===== src/rtl/flash_status_pkg.sv =====
package flash_status_pkg;
  typedef enum logic [1:0] {
    RD_ARRAY       = 2'd0,
    RD_STATUS_RUN  = 2'd1,
    RD_STATUS_SUSP = 2'd2
  } rd_kind_e;

  localparam int unsigned TOG_RUN_BIT = 6;
  localparam int unsigned TOG_SEL_BIT = 2;
endpackage


===== src/rtl/flash_sector_decode.sv =====
module flash_sector_decode #(
  parameter int unsigned ADDR_W   = 12,
  parameter int unsigned NUM_SECT = 8
) (
  input  logic [ADDR_W-1:0]   rd_addr,
  input  logic [ADDR_W-1:0]   cmd_addr,
  input  logic [NUM_SECT-1:0] sel_mask,
  input  logic [NUM_SECT-1:0] prot_mask,
  output logic                rd_in_sel,
  output logic                cmd_in_prot,
  output logic                sel_all_prot
);
  localparam int unsigned SECT_W = (NUM_SECT > 1) ? $clog2(NUM_SECT) : 1;

  logic [SECT_W-1:0] rd_sect;
  logic [SECT_W-1:0] cmd_sect;

  always_comb begin
    rd_sect      = rd_addr[ADDR_W-1 -: SECT_W];
    cmd_sect     = cmd_addr[ADDR_W-1 -: SECT_W];
    rd_in_sel    = sel_mask[rd_sect];
    cmd_in_prot  = prot_mask[cmd_sect];
    sel_all_prot = (sel_mask != '0) && ((sel_mask & ~prot_mask) == '0);
  end
endmodule


===== src/rtl/flash_prot_window.sv =====
module flash_prot_window #(
  parameter int unsigned WIN_CYC = 500
) (
  input  logic clk,
  input  logic rst_n,
  input  logic start,
  output logic active
);
  localparam int unsigned CNT_W = $clog2(WIN_CYC + 1);

  logic [CNT_W-1:0] cnt_q;
  logic [CNT_W-1:0] cnt_d;
  logic             cnt_en;

  always_comb begin
    cnt_en = start || (cnt_q != '0);
    if (start) cnt_d = CNT_W'(WIN_CYC);
    else       cnt_d = cnt_q - 1'b1;
  end

  always_ff @(posedge clk or negedge rst_n) begin
    if (!rst_n)      cnt_q <= '0;
    else if (cnt_en) cnt_q <= cnt_d;
  end

  assign active = (cnt_q != '0);


  win_countdown_chk: assert property (@(posedge clk) disable iff (!rst_n)
    (active && !start) |=> (cnt_q == $past(cnt_q) - 1'b1));


  win_load_chk: assert property (@(posedge clk) disable iff (!rst_n)
    start |=> (cnt_q == CNT_W'(WIN_CYC)));
endmodule


===== src/rtl/flash_toggle_core.sv =====
module flash_toggle_core
  import flash_status_pkg::*;
#(
  parameter int unsigned DATA_W = 8
) (
  input  logic              clk,
  input  logic              rst_n,
  input  logic              rd_stb,
  input  logic              run_act,
  input  logic              erase_ctx,
  input  logic              susp,
  input  logic              rd_in_sel,
  input  logic [DATA_W-1:0] array_data,
  output logic [DATA_W-1:0] dout
);
  rd_kind_e          kind;
  logic              tog_run_q, tog_run_d;
  logic              tog_sel_q, tog_sel_d;
  logic              sel_live;
  logic [DATA_W-1:0] dout_q, dout_d;

  always_comb begin
    if (run_act)                kind = RD_STATUS_RUN;
    else if (susp && rd_in_sel) kind = RD_STATUS_SUSP;
    else                        kind = RD_ARRAY;

    sel_live  = (kind != RD_ARRAY) && rd_in_sel && erase_ctx;
    tog_run_d = tog_run_q;
    tog_sel_d = tog_sel_q;
    dout_d    = dout_q;

    if (rd_stb) begin
      dout_d = array_data;
      if (kind != RD_ARRAY) begin
        dout_d[TOG_RUN_BIT] = tog_run_q;
        dout_d[TOG_SEL_BIT] = sel_live ? tog_sel_q : 1'b1;
      end
      if (kind == RD_STATUS_RUN) tog_run_d = ~tog_run_q;
      if (sel_live)              tog_sel_d = ~tog_sel_q;
    end
  end

  always_ff @(posedge clk or negedge rst_n) begin
    if (!rst_n) begin
      tog_run_q <= 1'b0;
      tog_sel_q <= 1'b0;
      dout_q    <= '0;
    end else if (rd_stb) begin
      tog_run_q <= tog_run_d;
      tog_sel_q <= tog_sel_d;
      dout_q    <= dout_d;
    end
  end

  assign dout = dout_q;


  run_toggle_chk: assert property (@(posedge clk) disable iff (!rst_n)
    (rd_stb && run_act) |=> (tog_run_q != $past(tog_run_q)));


  idle_freeze_chk: assert property (@(posedge clk) disable iff (!rst_n)
    !run_act |=> $stable(tog_run_q));


  sel_toggle_chk: assert property (@(posedge clk) disable iff (!rst_n)
    (rd_stb && rd_in_sel && erase_ctx && (run_act || susp)) |=> (tog_sel_q != $past(tog_sel_q)));


  array_pass_chk: assert property (@(posedge clk) disable iff (!rst_n)
    (rd_stb && !run_act && !(susp && rd_in_sel)) |=> (dout == $past(array_data)));


  hold_chk: assert property (@(posedge clk) disable iff (!rst_n)
    !rd_stb |=> $stable(dout));
endmodule


===== src/rtl/flash_status_gen.sv =====
module flash_status_gen #(
  parameter int unsigned ADDR_W      = 12,
  parameter int unsigned NUM_SECT    = 8,
  parameter int unsigned DATA_W      = 8,
  parameter int unsigned CLK_MHZ     = 250,
  parameter int unsigned PROT_WIN_NS = 2000
) (
  input  logic                clk,
  input  logic                rst_n,
  input  logic                busy_pgm,
  input  logic                busy_erase,
  input  logic                erase_susp,
  input  logic                cmd_pgm_start,
  input  logic                cmd_erase_start,
  input  logic [ADDR_W-1:0]   cmd_addr,
  input  logic [NUM_SECT-1:0] sel_mask,
  input  logic [NUM_SECT-1:0] prot_mask,
  input  logic                rd_stb,
  input  logic [ADDR_W-1:0]   rd_addr,
  input  logic [DATA_W-1:0]   array_data,
  output logic [DATA_W-1:0]   dout,
  output logic                ryby_od_n
);
  localparam int unsigned WIN_CYC = (CLK_MHZ * PROT_WIN_NS) / 1000;

  logic rd_in_sel, cmd_in_prot, sel_all_prot;
  logic win_start, win_act, run_act, erase_ctx;
  logic ryby_q, ryby_d;

  flash_sector_decode #(.ADDR_W(ADDR_W), .NUM_SECT(NUM_SECT)) u_dec (
    .rd_addr     (rd_addr),
    .cmd_addr    (cmd_addr),
    .sel_mask    (sel_mask),
    .prot_mask   (prot_mask),
    .rd_in_sel   (rd_in_sel),
    .cmd_in_prot (cmd_in_prot),
    .sel_all_prot(sel_all_prot)
  );

  always_comb begin
    win_start = (cmd_pgm_start && cmd_in_prot) || (cmd_erase_start && sel_all_prot);
    run_act   = busy_pgm || busy_erase || win_act;
    erase_ctx = busy_erase || erase_susp;
    ryby_d    = !run_act;
  end

  flash_prot_window #(.WIN_CYC(WIN_CYC)) u_win (
    .clk   (clk),
    .rst_n (rst_n),
    .start (win_start),
    .active(win_act)
  );

  flash_toggle_core #(.DATA_W(DATA_W)) u_tog (
    .clk       (clk),
    .rst_n     (rst_n),
    .rd_stb    (rd_stb),
    .run_act   (run_act),
    .erase_ctx (erase_ctx),
    .susp      (erase_susp),
    .rd_in_sel (rd_in_sel),
    .array_data(array_data),
    .dout      (dout)
  );

  always_ff @(posedge clk or negedge rst_n) begin
    if (!rst_n) ryby_q <= 1'b1;
    else        ryby_q <= ryby_d;
  end

  assign ryby_od_n = ryby_q;


  ryby_track_chk: assert property (@(posedge clk) disable iff (!rst_n)
    1'b1 |=> (ryby_od_n == !($past(busy_pgm) || $past(busy_erase) || $past(win_act))));


  susp_release_chk: assert property (@(posedge clk) disable iff (!rst_n)
    (erase_susp && !busy_pgm && !busy_erase && !win_act) |=> ryby_od_n);
endmodule


===== config.mk =====
export PLATFORM = sky130hd
export DESIGN_NAME = flash_status_gen
export DESIGN_NICKNAME = d
export VERILOG_FILES = /design/src/rtl/flash_status_pkg.sv /design/src/rtl/flash_sector_decode.sv /design/src/rtl/flash_prot_window.sv /design/src/rtl/flash_toggle_core.sv /design/src/rtl/flash_status_gen.sv
export SDC_FILE = /design/constraint.sdc
export NUM_CORES = 1
export LEC_CHECK = 0
export BUFFER_PORTS_ARGS = -buffer_cell sky130_fd_sc_hd__buf_2
export CAP_MARGIN = 20
export CORE_ASPECT_RATIO = 0.5
export CORE_MARGIN = 8
export CORE_UTILIZATION = 43
export DETAILED_ROUTE_END_ITERATION = 10
export HOLD_SLACK_MARGIN = 0.03
export PLACE_DENSITY_LB_ADDON = 0.3
export SLEW_MARGIN = 30
export SYNTH_ARGS = -nofsm -noshare
export SYNTH_HDL_FRONTEND = slang
export SYNTH_SLANG_ARGS = --single-unit
export TNS_END_PERCENT = 30

===== constraint.sdc =====
create_clock -name clk -period 2.72 [get_ports clk]
set_input_delay 0.544 -clock clk [delete_from_list [all_inputs] [get_ports clk]]
set_output_delay 0.544 -clock clk [all_outputs]
set_load 0.01 [all_outputs]

=== Word level (Yosys, flattened, before mapping) ===
Cells that the tools add are included.

* Bits in registers: 20
* Input bits: 56
* Output and inout bits: 9
* Logic and storage cells: 41

* Add/subtract/negate cells: 1
* $lt $le $gt $ge: 2
* Eq/ne operators: 1
* Muxes and demuxes: 10
* Bitwise operators: 4
* Reductions and logical operators: 18

{| class="wikitable"
|+ Operators with widths
! operator !! count
|-
| two-way mux 9 bit || 1
|-
| nonzero test 9 bit || 1
|-
| subtractor 9 x 1 -> 9 bit, second input constant || 1
|-
| bitwise AND 8 bit || 1
|-
| logical NOT 8 bit || 1
|-
| less-than comparator 3 x 4 -> 1 bit, second input constant || 2
|-
| inverter 8 bit || 1
|-
| nonzero test 8 bit || 1
|-
| binary-select mux 1 bit (select 3 bit) || 2
|-
| logical AND 1 bit || 6
|-
| logical OR 1 bit || 5
|-
| two-way mux 1 bit || 5
|-
| two-way mux 2 bit || 2
|-
| AND reduction 2 bit || 2
|-
| == test 2 x 1 -> 1 bit, second input constant || 1
|-
| inverter 1 bit || 2
|-
| nonzero test 2 bit || 1
|-
| logical NOT 1 bit || 1
|}

=== Depth between registers and ports, before layout ===
* Word-level depth: 10
* Depth in mapped cells: 7
* Gate-level depth less buffers: 7

=== By module ===
Synthesis repeated with hierarchy kept, for this count alone.

* Cell total of the unflattened synthesis: 104
* Area, all modules: 1,202.4 µm²

{| class="wikitable"
|+ Modules (own cells, without submodules)
! module !! times used !! cells each !! area an instance (µm²) !! sequential area each (µm²)
|-
| flash_prot_window || 1 || 51 || 498.0 || 225.2
|-
| flash_toggle_core || 1 || 29 || 441.7 || 250.2
|-
| flash_sector_decode || 1 || 19 || 210.2 || 0.0
|-
| flash_status_gen || 1 || 5 || 52.6 || 26.3
|}

=== Least setup slack after synthesis ===
Ideal clock, no wire load.

* Kind: register -> register
* Start: reg u_win.cnt_q[5]
* End: reg u_tog.dout_q[6], in the netlist u_tog.dout[6]
* Setup time: 0.120 ns
* Data arrival time: 1.919 ns
* Data required time: 2.600 ns
* Slack: 0.681 ns
* Stages on the path, launching flop included: 6
* Buffers on the path: 0
* Clock period less this slack: 2.039 ns
* Cells stage by stage: dfrtp_1 -> or4_4 -> or4_4 -> nor3_4 -> and4b_1 -> nor3_2

* Longest elaborated chain between the ends: 5

{| class="wikitable"
|+ RTL lines
! element !! RTL line !! text
|-
| start: declaration || flash_prot_window.sv:11 || <nowiki>logic [CNT_W-1:0] cnt_q;</nowiki>
|-
| start signal: assignment || flash_prot_window.sv:23 || <nowiki>else if (cnt_en) cnt_q <= cnt_d;</nowiki>
|-
| nonzero test 9 bit || flash_prot_window.sv:26 || <nowiki>assign active = (cnt_q != '0);</nowiki>
|-
| logical OR 1 bit || flash_status_gen.sv:42 || <nowiki>run_act = busy_pgm || busy_erase || win_act;</nowiki>
|-
| two-way mux 2 bit || flash_toggle_core.sv:23 || <nowiki>if (run_act) kind = RD_STATUS_RUN;</nowiki>
|-
| nonzero test 2 bit || flash_toggle_core.sv:34 || <nowiki>if (kind != RD_ARRAY) begin</nowiki>
|-
| two-way mux 1 bit || flash_toggle_core.sv:34 ||
|-
| end signal: assignment || flash_toggle_core.sv:51 || <nowiki>dout_q <= dout_d;</nowiki>
|-
| end: declaration || flash_toggle_core.sv:20 || <nowiki>logic [DATA_W-1:0] dout_q, dout_d;</nowiki>
|}

No other way between the ends.
A chain may end at the register's enable or synchronous reset.

=== Worst setup path in the final report ===
Same ends and word-level chain as after synthesis.

==> metrics.csv <==
stage,metric,value,unit
status,status,"complete, no violations",
synth,synth_flop_cell,dfrtp_1,
floorplan,core,2540,µm²
floorplan,fp-row-count,13,
sta,fin_ws,542,ps
global_route,grt_pass1_wl,4170,µm
placement,dpl.hpwl,2090,µm
synth,yosysMostFrequentCell,dfrtp_1,
floorplan,io_pins,65,
sta,finClkSkew,8.92,ps
synth,synth_area_leaders,"dfrtp_1 42%, mux2_2 7.0%, inv_1 4.0%, mux4_2 4.0%, xnor2_1 3.1%",
synth,ys_types,38,
placement,gp_congestion,0.771,
cts,cts.reportedPaths.clkPinSlew,80,ps
synth,syn_area,1130,µm²
power_and_ir_drop,p_int,680,µW
global_route,track_usage,11.2,%
route,wirelength,2530,µm
synth,synth_mux_area_share,13.6,%
sta,fmaxAchievable,459,MHz
placement,pre_cts_ws,559,ps
sta,timing.slew.headroom,61.5,%
power_and_ir_drop,sw_frac_of_total,27.2,%
cells_and_area,num_antenna_cells,0,
synth,synth-simple-area-share,18.6,%
placement,place_area,1410,µm²
floorplan,die_area,4620,µm²
synth,yosys_warnings,0,
synth,synth_top_family_by_area,simple AND/OR/NAND/NOR gates,
power_and_ir_drop,seqPwrFrac,43.1,%
power_and_ir_drop,pwr_density_cell,632,nW/µm²
critical_path,crit_chain,"or4_4, or4_4, nor3_4, and4b_1, nor3_2",
sta,setup_violations,0,
critical_path,timing.critical_path.from_type,flip-flop,
cts,tritoncts,yes,
sta,grt_setup_unrepaired,false,
flow_run,cap_violations,0,
sta,fin_crit_sh,80.1,%
cts,cts_buffers,3,
critical_path,crit_top_cell,or4_4,
sta,finalSetupTns,0,ps
synth,synth-seq-area-share,44.4,%
synth,synth_xor_xnor_area_share,4.65,%
sta,tightest_slew,562,ps
cts,root_buffer,clkbuf_8,
critical_path,reg2reg_slack,540,ps
cells_and_area,area_growth_syn_to_layout,30.8,%
cells_and_area,fill_cells,231,
cells_and_area,final_area,1480,µm²
cts,cts.sinks,20,
critical_path,cpPeakStageDelay,570,ps
floorplan,dieWidth,88.5,µm
sta,drv_slew,0,
synth,synthCells,107,
power_and_ir_drop,clkPwrFrac,31.4,%
global_route,grt_pass1_vias,1007,
critical_path,r2r-end,u_tog.dout[6],
critical_path,r2r_start,u_win.cnt_q[5],
route,drt_iter0_markers,47,
synth,async_reset_ff_share,100,%
cells_and_area,drive_gt1_share,42.9,%
critical_path,worstPathArrival,2330,ps
synth,synth_seq_cells,20,
sta,period_minus_slack,2180,ps
cts,insertion_delay,260,ps
critical_path,worstPathBufferInverterCount,0,
power_and_ir_drop,combPwrFrac,25.5,%
floorplan,die_h,52.2,µm
synth,synth.top_cell.area_share,42.1,%
critical_path,required,2870,ps
sta,hold_viol,0,
cts,cts_setup_buffers,0,
route,drcViolationCount,0,
global_route,grt_overflow,0,
critical_path,rr_worst_depth,5,
synth,synthTopCellsByCount,"19 x dfrtp_1, 12 x inv_1, 7 x mux2_2",
route,final_antenna_net_count,0,
synth,synth_edf_count,0,
global_route,grt_antenna_before_repair,0,
critical_path,cp_max_fo,6,
critical_path,cp_top_family,simple AND/OR/NAND/NOR gates,
placement,portBuffers,46,
cts,cts_buffer_depth,2,
route,vias_per_cell,5.15,
synth,synth_nets,164,
critical_path,critical_path_class,flip-flop to flip-flop,
synth,synth_area_leader_cell,dfrtp_1,
route,num_vias,993,
synth,synth_compound_area_share,13.0,%
global_route,grt_max_degree,21,
synth,synthAdderAreaFrac,1.11,%
critical_path,worst_setup_path_end_kind,flip-flop,
critical_path,critPathSlowestCell,or4_4,
cts,htreeDepth,1,
power_and_ir_drop,power.leakage,0.000694,µW
route,drtPass1Iterations,4,
worst_hold_path,hold_path_class,input port to asynchronous set/reset pin,
power_and_ir_drop,vdd_drop_max,0.532,mV
power_and_ir_drop,p_switching,254,µW
cts,cts-resized-gates,0,
cts,hold_buffers,0,
route,routedWlPerCell,13.1,µm
floorplan,start_util,44.5,%
cells_and_area,layout.nets,214,
synth,avgSynthCellArea,10.6,µm²
-- metal layers --
metal	vias to the layer above	part of all wire, %	GRT usage [%]	wire [µm]
met1	465	43	13.0	1090
met4	0	0.75	3.32	19
met2	33	44	19.3	1120
met5	-	0	0	0
met3	2	12	4.06	295
li1	493	-	-	-
-- cell type report --
type	instances	area [µm²]	share of cell area (%)
Clock buffer	3	41.3	2.79
Clock inverter	1	30.0	2.03
Inverter	12	45.0	3.05
Multi-Input combinational cell	73	576	38.9
Sequential cell	20	502	34.0
Tap cell	37	46.3	3.13
Timing Repair Buffer	47	238	16.1
-- cell families after synthesis --
kind of cell | count (synthesis)
compound gates | 21
simple gates | 33
mux | 12
xor+xnor | 6
buf+inv | 14
flops | 20
fa+ha+maj | 1
-- per-stage QoR --
step	cells	utilization, %	hold slack (ps)	total power, µW
6_report	193	58.2	219	934
3_3_place_gp	189	55.4	465	644
2_1_floorplan	107	-	248	561
4_1_cts	193	58.2	228	947
5_1_grt	193	58.2	240	994
3_5_place_dp	189	55.4	462	651
-- power by group through the flow --
stage                     clock, µW  sequential [µW]  combinational, µW
final                           294              403                238
after CTS                       302              403                242
after detailed placement          0              409                241
after global routing            315              410                268
after global placement            0              407                237
after floorplan                   0              408                152
-- sequential cells by signal, indices dropped and copies added (netlist names) --
signal / count
u_win.cnt_q: 9
u_tog.dout: 8
u_tog.tog_sel_q: 1
ryby_od_n: 1
u_tog.tog_run_q: 1
-- cell usage in the layout, fill, tap and decap left out, types with 2 or more instances in the layout --
cell,count
nor4_1,2
a2111oi_0,2
nand2_1,5
buf_2,46
clkbuf_8,3
nor2_1,4
nand3b_1,2
o21ai_0,6
and2_1,2
mux2_2,7
nor3_1,4
mux4_2,2
dfrtp_1,19
or4_4,2
o22ai_1,2
mux2i_1,3
a22oi_1,2
xnor2_1,4
nand2b_1,4
inv_1,12
a21oi_1,2
xor2_1,2
-- worst max path at each step --
stage,from,slack (ps),cells after the start,to
floorplan,u_win.cnt_q[5],680,5,u_tog.dout[6]
global placement,u_win.cnt_q[5],600,5,u_tog.dout[6]
global route,u_win.cnt_q[5],480,5,u_tog.dout[6]
detailed placement,u_win.cnt_q[5],560,5,u_tog.dout[6]
CTS,u_win.cnt_q[5],550,5,u_tog.dout[6]
finish,u_win.cnt_q[5],540,5,u_tog.dout[6]
(Power assumes the default switching activity.)
